`src/rtl/rst_seq_pkg.sv`:
```
package rst_seq_pkg;

    // Phases of one release sequence, in the order they run.
    typedef enum logic [2:0] {
        SEQ_HOLD    = 3'd0,   // every line asserted, waiting for supplies
        SEQ_SYS_UP  = 3'd1,   // general reset released
        SEQ_POR_UP  = 3'd2,   // power-on reset released as well
        SEQ_CFG_WIN = 3'd3,   // full reset released, config still driven
        SEQ_RUN     = 3'd4    // everything released, config withdrawn
    } seq_state_e;

    // The registered output lines travel together as one struct.
    typedef struct packed {
        logic sys_n;
        logic por_n;
        logic full_n;
        logic cfg_oe;
    } rst_lines_t;

    localparam rst_lines_t LINES_ASSERTED = '0;

    function automatic int unsigned max4(input int unsigned a, input int unsigned b,
                                         input int unsigned c, input int unsigned d);
        int unsigned m;
        m = a;
        if (b > m) m = b;
        if (c > m) m = c;
        if (d > m) m = d;
        return m;
    endfunction

    // Line levels for a phase; cfg_early opens the window ahead of full release.
    function automatic rst_lines_t lines_for(input seq_state_e st, input logic cfg_early);
        rst_lines_t l;
        l = LINES_ASSERTED;
        unique case (st)
            SEQ_HOLD:    l = LINES_ASSERTED;
            SEQ_SYS_UP:  l.sys_n = 1'b1;
            SEQ_POR_UP: begin
                l.sys_n  = 1'b1;
                l.por_n  = 1'b1;
                l.cfg_oe = cfg_early;
            end
            SEQ_CFG_WIN: begin
                l.sys_n  = 1'b1;
                l.por_n  = 1'b1;
                l.full_n = 1'b1;
                l.cfg_oe = 1'b1;
            end
            SEQ_RUN: begin
                l.sys_n  = 1'b1;
                l.por_n  = 1'b1;
                l.full_n = 1'b1;
            end
            default: l = LINES_ASSERTED;
        endcase
        return l;
    endfunction

endpackage

```
`src/rtl/rst_seq_fsm.sv`:
```
module rst_seq_fsm
    import rst_seq_pkg::*;
#(
    parameter int unsigned HOLD_MIN_CYC  = 16,
    parameter int unsigned POR_GAP_CYC   = 200000,
    parameter int unsigned FULL_GAP_CYC  = 10000,
    parameter int unsigned CFG_SETUP_CYC = 100,
    parameter int unsigned CFG_HOLD_CYC  = 10000
) (
    input  logic       clk,
    input  logic       rst,
    input  logic       pwr_good_i,
    input  logic       clk_ok_i,
    input  logic       soft_req_i,
    output rst_lines_t lines_o,
    output logic       arm_o,     // high in the first cycle full reset reads released
    output logic       start_o,   // high in the cycle the hold phase ends
    output logic       kill_o     // restart condition seen this cycle
);

    localparam int unsigned LONGEST = max4(HOLD_MIN_CYC, POR_GAP_CYC, FULL_GAP_CYC, CFG_HOLD_CYC);
    localparam int          CNT_W   = $clog2(LONGEST + 1);

    localparam logic [CNT_W-1:0] HOLD_LAST  = CNT_W'(HOLD_MIN_CYC - 1);
    localparam logic [CNT_W-1:0] POR_LAST   = CNT_W'(POR_GAP_CYC - 1);
    localparam logic [CNT_W-1:0] FULL_LAST  = CNT_W'(FULL_GAP_CYC - 1);
    localparam logic [CNT_W-1:0] CHOLD_LAST = CNT_W'(CFG_HOLD_CYC - 1);
    // Count value inside the power-on phase at which the config window opens.
    localparam logic [CNT_W-1:0] CFG_FROM   = CNT_W'(FULL_GAP_CYC - CFG_SETUP_CYC);

    seq_state_e       st_q, st_d;
    logic [CNT_W-1:0] cnt_q, cnt_d;
    rst_lines_t       lines_q;
    logic             arm_q;
    logic             supply_ok;
    logic             kill;
    logic             cfg_early;

    assign supply_ok = pwr_good_i && clk_ok_i;
    assign kill      = !pwr_good_i || soft_req_i;

    always_comb begin
        st_d  = st_q;
        cnt_d = cnt_q + 1'b1;
        if (kill) begin
            st_d  = SEQ_HOLD;
            cnt_d = '0;
        end else begin
            unique case (st_q)
                SEQ_HOLD: begin
                    if (!supply_ok) begin
                        cnt_d = '0;
                    end else if (cnt_q == HOLD_LAST) begin
                        st_d  = SEQ_SYS_UP;
                        cnt_d = '0;
                    end
                end
                SEQ_SYS_UP: begin
                    if (cnt_q == POR_LAST) begin
                        st_d  = SEQ_POR_UP;
                        cnt_d = '0;
                    end
                end
                SEQ_POR_UP: begin
                    if (cnt_q == FULL_LAST) begin
                        st_d  = SEQ_CFG_WIN;
                        cnt_d = '0;
                    end
                end
                SEQ_CFG_WIN: begin
                    if (cnt_q == CHOLD_LAST) begin
                        st_d  = SEQ_RUN;
                        cnt_d = '0;
                    end
                end
                SEQ_RUN: cnt_d = cnt_q;
                default: begin
                    st_d  = SEQ_HOLD;
                    cnt_d = '0;
                end
            endcase
        end
    end

    assign cfg_early = (st_d == SEQ_POR_UP) && (cnt_d >= CFG_FROM);

    always_ff @(posedge clk) begin
        if (rst) begin
            st_q    <= SEQ_HOLD;
            cnt_q   <= '0;
            lines_q <= LINES_ASSERTED;
            arm_q   <= 1'b0;
        end else begin
            st_q    <= st_d;
            cnt_q   <= cnt_d;
            lines_q <= lines_for(st_d, cfg_early);
            arm_q   <= (st_q == SEQ_POR_UP) && (st_d == SEQ_CFG_WIN);
        end
    end

    assign lines_o = lines_q;
    assign arm_o   = arm_q;
    assign start_o = (st_q == SEQ_HOLD) && (st_d == SEQ_SYS_UP);
    assign kill_o  = kill;

    AST_UNQUALIFIED_HOLD: assert property (@(posedge clk) disable iff (rst)
        (!clk_ok_i && !lines_q.sys_n) |=> !lines_q.sys_n);
    AST_SYS_BEFORE_POR: assert property (@(posedge clk) disable iff (rst)
        $rose(lines_q.por_n) |-> $past(lines_q.sys_n));
    AST_POR_BEFORE_FULL: assert property (@(posedge clk) disable iff (rst)
        $rose(lines_q.full_n) |-> $past(lines_q.por_n));
    AST_CFG_INSIDE_WIN: assert property (@(posedge clk) disable iff (rst)
        lines_q.cfg_oe |-> (lines_q.por_n && lines_q.sys_n));
    AST_SOFT_REASSERT: assert property (@(posedge clk) disable iff (rst)
        soft_req_i |=> (!lines_q.sys_n && !lines_q.por_n && !lines_q.full_n));
    AST_PWR_LOSS_HOLD: assert property (@(posedge clk) disable iff (rst)
        !pwr_good_i |=> (lines_q == LINES_ASSERTED));

endmodule

```
`src/rtl/rst_stat_monitor.sv`:
```
module rst_stat_monitor #(
    parameter int unsigned TIMEOUT_CYC = 1000000
) (
    input  logic clk,
    input  logic rst,
    input  logic arm_i,      // first cycle with full reset released
    input  logic abort_i,    // sequence is being restarted
    input  logic clear_i,    // new sequence leaves its hold phase
    input  logic stat_n_i,   // 1 = processor out of reset
    output logic done_o,
    output logic timeout_o
);

    localparam int               TO_W    = $clog2(TIMEOUT_CYC + 1);
    localparam logic [TO_W-1:0]  TO_LAST = TO_W'(TIMEOUT_CYC - 1);

    logic            watch_q;
    logic [TO_W-1:0] tcnt_q;
    logic            done_q;
    logic            err_q;
    logic            active;
    logic [TO_W-1:0] tsel;

    assign active = watch_q || arm_i;
    assign tsel   = arm_i ? '0 : tcnt_q;

    always_ff @(posedge clk) begin
        if (rst) begin
            watch_q <= 1'b0;
            tcnt_q  <= '0;
            done_q  <= 1'b0;
            err_q   <= 1'b0;
        end else begin
            done_q <= 1'b0;
            if (clear_i) err_q <= 1'b0;
            if (abort_i) begin
                watch_q <= 1'b0;
            end else if (active) begin
                if (stat_n_i) begin
                    done_q  <= 1'b1;
                    watch_q <= 1'b0;
                end else if (tsel == TO_LAST) begin
                    err_q   <= 1'b1;
                    watch_q <= 1'b0;
                end else begin
                    tcnt_q  <= tsel + 1'b1;
                    watch_q <= 1'b1;
                end
            end
        end
    end

    assign done_o    = done_q;
    assign timeout_o = err_q;

    AST_DONE_ONE_CYCLE: assert property (@(posedge clk) disable iff (rst)
        done_q |=> !done_q);
    AST_ERR_STICKY: assert property (@(posedge clk) disable iff (rst)
        (err_q && !clear_i) |=> err_q);
    AST_ABORT_NO_DONE: assert property (@(posedge clk) disable iff (rst)
        abort_i |=> !done_q);

endmodule

```
`src/rtl/rst_release_seq.sv`:
```
module rst_release_seq
    import rst_seq_pkg::*;
#(
    parameter int unsigned HOLD_MIN_CYC     = 16,
    parameter int unsigned POR_GAP_CYC      = 200000,
    parameter int unsigned FULL_GAP_CYC     = 10000,
    parameter int unsigned CFG_SETUP_CYC    = 100,
    parameter int unsigned CFG_HOLD_CYC     = 10000,
    parameter int unsigned STAT_TIMEOUT_CYC = 1000000,
    parameter int unsigned CFG_W            = 8,
    parameter logic [CFG_W-1:0] BOOT_CFG    = 8'hA5
) (
    input  logic             clk,
    input  logic             rst,
    input  logic             pwr_good_i,
    input  logic             clk_ok_i,
    input  logic             soft_rst_req_i,
    input  logic             tgt_rst_stat_n_i,
    output logic             sys_rst_n_o,
    output logic             por_rst_n_o,
    output logic             full_rst_n_o,
    output logic             cfg_oe_o,
    output logic [CFG_W-1:0] cfg_val_o,
    output logic             seq_done_o,
    output logic             seq_timeout_o
);

    rst_lines_t lines;
    logic       arm;
    logic       start;
    logic       kill;

    rst_seq_fsm #(
        .HOLD_MIN_CYC  (HOLD_MIN_CYC),
        .POR_GAP_CYC   (POR_GAP_CYC),
        .FULL_GAP_CYC  (FULL_GAP_CYC),
        .CFG_SETUP_CYC (CFG_SETUP_CYC),
        .CFG_HOLD_CYC  (CFG_HOLD_CYC)
    ) u_fsm (
        .clk        (clk),
        .rst        (rst),
        .pwr_good_i (pwr_good_i),
        .clk_ok_i   (clk_ok_i),
        .soft_req_i (soft_rst_req_i),
        .lines_o    (lines),
        .arm_o      (arm),
        .start_o    (start),
        .kill_o     (kill)
    );

    rst_stat_monitor #(
        .TIMEOUT_CYC (STAT_TIMEOUT_CYC)
    ) u_mon (
        .clk       (clk),
        .rst       (rst),
        .arm_i     (arm),
        .abort_i   (kill),
        .clear_i   (start),
        .stat_n_i  (tgt_rst_stat_n_i),
        .done_o    (seq_done_o),
        .timeout_o (seq_timeout_o)
    );

    assign sys_rst_n_o  = lines.sys_n;
    assign por_rst_n_o  = lines.por_n;
    assign full_rst_n_o = lines.full_n;
    assign cfg_oe_o     = lines.cfg_oe;
    assign cfg_val_o    = lines.cfg_oe ? BOOT_CFG : '0;

    AST_DONE_AFTER_FULL: assert property (@(posedge clk) disable iff (rst)
        seq_done_o |-> (full_rst_n_o && por_rst_n_o && sys_rst_n_o));

endmodule

```
`config.mk`:
```
export PLATFORM = sky130hd
export DESIGN_NAME = rst_release_seq
export DESIGN_NICKNAME = d
export VERILOG_FILES = /design/src/rtl/rst_seq_pkg.sv /design/src/rtl/rst_seq_fsm.sv /design/src/rtl/rst_stat_monitor.sv /design/src/rtl/rst_release_seq.sv
export SDC_FILE = /design/constraint.sdc
export NUM_CORES = 1
export LEC_CHECK = 0
export BUFFER_PORTS_ARGS = -buffer_cell sky130_fd_sc_hd__buf_2
export CAP_MARGIN = 20
export CORE_MARGIN = 10
export CORE_UTILIZATION = 39
export CTS_CLUSTER_DIAMETER = 150
export DETAILED_ROUTE_END_ITERATION = 10
export HOLD_SLACK_MARGIN = 0.12
export PLACE_DENSITY = 0.51
export SYNTH_ARGS = -nofsm -noshare
export SYNTH_HDL_FRONTEND = slang
export SYNTH_SLANG_ARGS = --single-unit
export TNS_END_PERCENT = 20
```
`constraint.sdc`:
```
create_clock -name clk -period 4.6 [get_ports clk]
set_input_delay 0.46 -clock clk [delete_from_list [all_inputs] [get_ports clk]]
set_output_delay 0.46 -clock clk [all_outputs]
set_load 0.01 [all_outputs]
```
# Word level (Yosys, flattened, before mapping)
# Cells that the tools add are included.
dict set report totals {
  out_inout_bits 14
  ff_bits 49
}
dict set report classes {
  n_reduce_logical 15
  order_cmp 1
  n_mux 27
  eq_ne 12
  bitwise_logic 4
  n_addsub 2
}
# operator count
set op_table {}
lappend op_table {{18-bit 2-to-1 mux} 5}
lappend op_table {{18-bit case mux with 4 select lines} 1}
lappend op_table {{20-bit by 1-bit adder with 20-bit output (second input constant)} 1}
lappend op_table {{20-bit equality test (second input constant)} 1}
lappend op_table {{20-bit 2-to-1 mux} 1}
lappend op_table {{18-bit by 1-bit adder with 18-bit output (second input constant)} 1}
lappend op_table {{18-bit by 14-bit equality test with 1-bit output (second input constant)} 1}
lappend op_table {{18-bit equality test (second input constant)} 1}
lappend op_table {{18-bit by 4-bit equality test with 1-bit output (second input constant)} 1}
lappend op_table {{18-bit by 14-bit >= comparator with 1-bit output (second input constant)} 1}
lappend op_table {{3-bit 2-to-1 mux} 6}
lappend op_table {{3-bit case mux with 5 select lines} 1}
lappend op_table {{3-bit by 2-bit equality test with 1-bit output (second input constant)} 4}
lappend op_table {{1-bit 2-to-1 mux} 11}
lappend op_table {{8-bit 2-to-1 mux} 1}
lappend op_table {{3-bit by 1-bit equality test with 1-bit output (second input constant)} 2}
lappend op_table {{3-bit equality test (second input constant)} 2}
lappend op_table {{2-bit OR reduction} 3}
lappend op_table {{3-bit OR reduction} 2}
lappend op_table {{1-bit logical AND} 4}
lappend op_table {{1-bit NOT} 4}
lappend op_table {{4-bit AND reduction} 1}
lappend op_table {{4-bit OR reduction} 1}
lappend op_table {{3-bit logical NOT} 1}
lappend op_table {{3 further kinds} 4}

# Longest topological paths before layout
dict set report depth {
  ltp_word 12
  mapped_depth 14
  mapped_depth_nobuf 11
}

# By module
# Synthesis repeated with hierarchy kept, for this count alone.
dict set report unflattened {
  cells_unflattened 373
  hier_area_um2 3154.3
}
# mod cells_each seq_area_each_um2 area_per_inst_um2 n_inst
set modules_own_cells {}
lappend modules_own_cells {rst_seq_fsm 218 520.5 1706.6 1}
lappend modules_own_cells {rst_stat_monitor 146 460.4 1383.8 1}
lappend modules_own_cells {rst_release_seq 9 0.0 63.8 1}

# Worst setup path before layout
# No wires, ideal clock.
dict set report synth_timing {
  kind {register -> register}
  from {register u_fsm.arm_q (netlist: u_fsm.arm_o)}
  to {register u_mon.tcnt_q[18]}
  slack_ns 1.531
  path_buffers 3
  synth_period_minus_slack_ns 3.069
  arrival_time_ns 3.004
  t_required_ns 4.535
  stages_incl_launch_ff 14
  setup_time_ns 0.065
  path_cell_list {dfxtp_1 buf_4 clkbuf_1 clkbuf_1 nor2b_1 ha_1 nand3_1 nor3_1 and4b_1 nand4_1 or3_4 nor4b_2 mux2_1 nor2_1}
}
dict set report synth_between {
  elab_chain_len 4
  word_cells_on_any_way 6
  cone_classes {add/sub: 1; eq/ne: 1; mux: 1; bitwise: 1; reduce/logical: 2}
}
# item line_no
set synth_lines {}
lappend synth_lines {{from (decl)} rst_seq_fsm.sv:34} ;# logic arm_q;
lappend synth_lines {{from (signal assigned)} rst_seq_fsm.sv:97} ;# arm_q <= (st_q == SEQ_POR_UP) && (st_d == SEQ_CFG_WIN);
lappend synth_lines {{branches (longest 4 deep; another with 20-bit by 1-bit adder with 20-bit output)} --}
lappend synth_lines {{to (signal assigned)} rst_stat_monitor.sv:46} ;# tcnt_q <= tsel + 1'b1;
lappend synth_lines {{to (decl)} rst_stat_monitor.sv:18} ;# logic [TO_W-1:0] tcnt_q;
# Several ways; the timed one is not identified.
# A chain may end at the register's enable or synchronous reset.

# Worst setup path after layout
# Same ends and word-level chain as after synthesis.

==> flow_metrics.env <==
export IMPL_grt_usage_pct=12.9
export IMPL_async_flop_share_pct=0
export IMPL_postCtsSetupRepairBufs=0
export IMPL_area_growth_pct=5.91
export IMPL_power_density_mw_per_mm2=245
export IMPL_start_util_pct=40.4
export IMPL_ys_ff_latch=49
export IMPL_clk_pin_slew_ns=0.10
export IMPL_dp_hpwl_mm=5.21
export IMPL_crit_path_start_kind="register"
export IMPL_drv_slew=0
export IMPL_avgSynthCellArea_um2=7.56
export IMPL_synth_most_common_cell="nor2_1"
export IMPL_grt_max_degree=31
export IMPL_hold_viol_final=0
export IMPL_p_seq_share_pct=55.2
export IMPL_yosys_area_top_type="dfxtp_1"
export IMPL_rows=31
export IMPL_core_area_mm2=0.00733
export IMPL_viasPerCell=5.47
export IMPL_placed_area_mm2=0.00302
export IMPL_die_w_um=107
export IMPL_grt_pass1_wl_mm=12.4
export IMPL_hold_path_cell_count=2
export IMPL_cp_end_kind="register"
export IMPL_synth_edff_count=0
export IMPL_dieHeight_um=107
export IMPL_drc=0
export IMPL_synth_area_mm2=0.00296
export IMPL_synthDominantCellAreaShare_pct=33.1
export IMPL_p_int_mw=0.593
export IMPL_yosysSeqAreaShare_pct=33.1
export IMPL_antenna_found_initial=0
export IMPL_drive_gt1_share_pct=11.3
export IMPL_regToRegSetupSlack_ns=1.30
export IMPL_drt_iter0_drc=172
export IMPL_relSlewSlack_pct=44.3
export IMPL_stdcell_area_mm2=0.00314
export IMPL_wirelength_mm=7.34
export IMPL_r2r_start="u_fsm.arm_o$_SDFF_PP0_"
export IMPL_clockBufferDepth=2
export IMPL_max_cap_violations=0
export IMPL_ios=20
export IMPL_finalSetupViolCount=0
export IMPL_post_drt_wl_per_cell_um=15.1
export IMPL_cts_tree="yes"
export IMPL_hold_end="u_mon.done_o$_SDFF_PP0_"
export IMPL_place_ws_ns=1.30
export IMPL_synth_cell_types=65
export IMPL_finalClockSkew_ns=0.00949
export IMPL_ctsResizeCount=0
export IMPL_num_vias=2666
export IMPL_vdd_ir_drop_max_v=0.000139
export IMPL_period_needed_ns=3.30
export IMPL_yosys_top_cells_area="dfxtp_1, nor2_1, nand2_1"
export IMPL_cts_sinks=49
export IMPL_fmax_mhz=303
export IMPL_ys_warnings_count=0
export IMPL_hold_buffers=0
export IMPL_cts_made_buffers=5
export IMPL_crit_fanout=27
export IMPL_ant_nets=0
export IMPL_rsz0062_at_grt="false"
export IMPL_synth_top_cells_by_count="nor2_1, dfxtp_1, nand2_1"
export IMPL_setup_ws_ns=1.30
export IMPL_r2r_end="u_mon.tcnt_q[18]$_SDFFE_PP0P_"
export IMPL_worst_pin_slew_ns=0.835
export IMPL_die_area_mm2=0.0115
export IMPL_place_congestion=0.856
export IMPL_crit_required_ns=4.85
export IMPL_synth_flop_cell="dfxtp_1"
export IMPL_worstHoldStart="tgt_rst_stat_n_i"
export IMPL_insertion_delay_ns=0.31
export IMPL_cts_max_level=2
export IMPL_grt_pass1_vias=2397
export IMPL_min_period_over_period_pct=71.7
export IMPL_clock_root_buffer="clkbuf_8"
export IMPL_diodes=0
export IMPL_r2r_cells=11
export IMPL_worstSetupPathType="reg2reg"
export IMPL_p_clk_share_pct=41.3
export IMPL_status="finished clean"
export IMPL_syn_inst=392
export IMPL_fin_nets=395
export IMPL_p_sw_mw=0.174
export IMPL_setup_tns_ns=0
export IMPL_gr_total_overflow=0
export IMPL_worstHoldPathType="in2reg"
export IMPL_combPwrFrac_pct=3.4
export IMPL_p_sw_share_pct=22.7
export IMPL_firstDrtPassIters=4
export IMPL_arrival_ns=3.55
export IMPL_p_leak_nw=1.04
export IMPL_port_buffers=15
[per-stage QoR]
| step | hold WS, ns | instances | power, mW | util (%) |
|---|---|---|---|---|
| floorplan | 0.441 | 395 | 0.455 | - |
| global placement | 0.465 | 479 | 0.460 | 41.3 |
| detailed placement | 0.465 | 479 | 0.460 | 41.3 |
| CTS | 0.406 | 487 | 0.781 | 42.8 |
| global route | 0.414 | 487 | 0.806 | 42.8 |
| finish | 0.421 | 487 | 0.768 | 42.8 |
[power by group through the flow]
| stage | clock, mW | sequential, mW | combinational [mW] |
|---|---|---|---|
| CTS | 0.331 | 0.424 | 0.0263 |
| detailed placement | 0 | 0.434 | 0.0262 |
| global route | 0.352 | 0.424 | 0.0298 |
| floorplan | 0 | 0.434 | 0.0210 |
| global placement | 0 | 0.434 | 0.0262 |
| finish | 0.317 | 0.424 | 0.0264 |
[state kept, by name, indices dropped and copies added (netlist names)]
signal           count
u_mon.watch_q        1
u_fsm.lines_o        4
u_mon.done_o         1
u_fsm.arm_o          1
u_fsm.cnt_q         18
u_fsm.st_q           3
u_mon.tcnt_q        20
u_mon.timeout_o      1
[how the worst max path moves through the flow]
stage | slack [ns] | to | from | cells after the start
after floorplan | 1.53 | u_mon.tcnt_q[18]$_SDFFE_PP0P_ | u_fsm.arm_o$_SDFF_PP0_ | 13
after global placement | 1.37 | u_mon.tcnt_q[18]$_SDFFE_PP0P_ | u_fsm.arm_o$_SDFF_PP0_ | 11
after detailed placement | 1.30 | u_mon.tcnt_q[18]$_SDFFE_PP0P_ | u_fsm.arm_o$_SDFF_PP0_ | 11
after CTS | 1.27 | u_mon.tcnt_q[18]$_SDFFE_PP0P_ | u_fsm.arm_o$_SDFF_PP0_ | 11
after global routing | 0.92 | u_mon.tcnt_q[19]$_SDFFE_PP0P_ | u_fsm.arm_o$_SDFF_PP0_ | 11
final | 1.30 | u_mon.tcnt_q[18]$_SDFFE_PP0P_ | u_fsm.arm_o$_SDFF_PP0_ | 11
[cell usage in the layout (no fill, tap or decap), types with 5 or more instances in the layout]
cell type | synthesis | layout
a21oi_1 | 31 | 31
a31oi_1 | 5 | 5
and3_1 | 7 | 7
buf_2 | 5 | 15
clkbuf_8 | 0 | 5
dfxtp_1 | 49 | 49
inv_1 | 5 | 5
nand2_1 | 44 | 44
nand3_1 | 17 | 17
nand4_1 | 5 | 5
nor2_1 | 53 | 53
nor2b_1 | 8 | 8
nor3_1 | 12 | 12
nor4_1 | 9 | 9
o21ai_0 | 22 | 22
or3_1 | 7 | 7
xnor2_1 | 5 | 5
[critical path, cell delays in order (launching register included)]
cell and delay, ns:
dfxtp_1 0.88, nor2b_1 0.12, ha_1 0.27, nand3_1 0.15, nor4_1 0.10, a41o_2 0.38, nor2_2 0.11, nand4_1 0.13
or3_4 0.42, nor4b_2 0.27, mux2_1 0.34, nor2_1 0.07
[cells by family (layout without fill, tap and decap cells)]
family	Yosys count	in the layout	share of synthesized area, %
AO/OA/AOI/OAI	89	89	19.9
adder cells (fa/ha/maj)	2	2	0.844
other	1	4	0.127
multiplexers	2	2	0.718
XOR/XNOR	9	9	2.66
buffers and inverters	36	29	5.95
flip-flops	49	49	33.1
AND/OR/NAND/NOR	204	204	36.7
[metal layers]
layer  GRT usage [%]  routed length (um)  vias up
met5               0                   0        -
met4            3.48                  59        0
met3            2.69                 352        4
met2            18.7                3040       49
met1            18.8                3880     1229
li1                -                   -     1384
[final cells by class]
| class | count | area [um2] |
|---|---|---|
| inverters | 5 | 18.8 |
| multi-input cells | 310 | 1820 |
| clock inverters | 3 | 46.3 |
| flip-flops and latches | 49 | 981 |
| fillers | 753 | 4190 |
| repair buffers | 16 | 82.6 |
| well taps | 99 | 124 |
| clock buffers | 5 | 68.8 |
(Power assumes the default switching activity.)
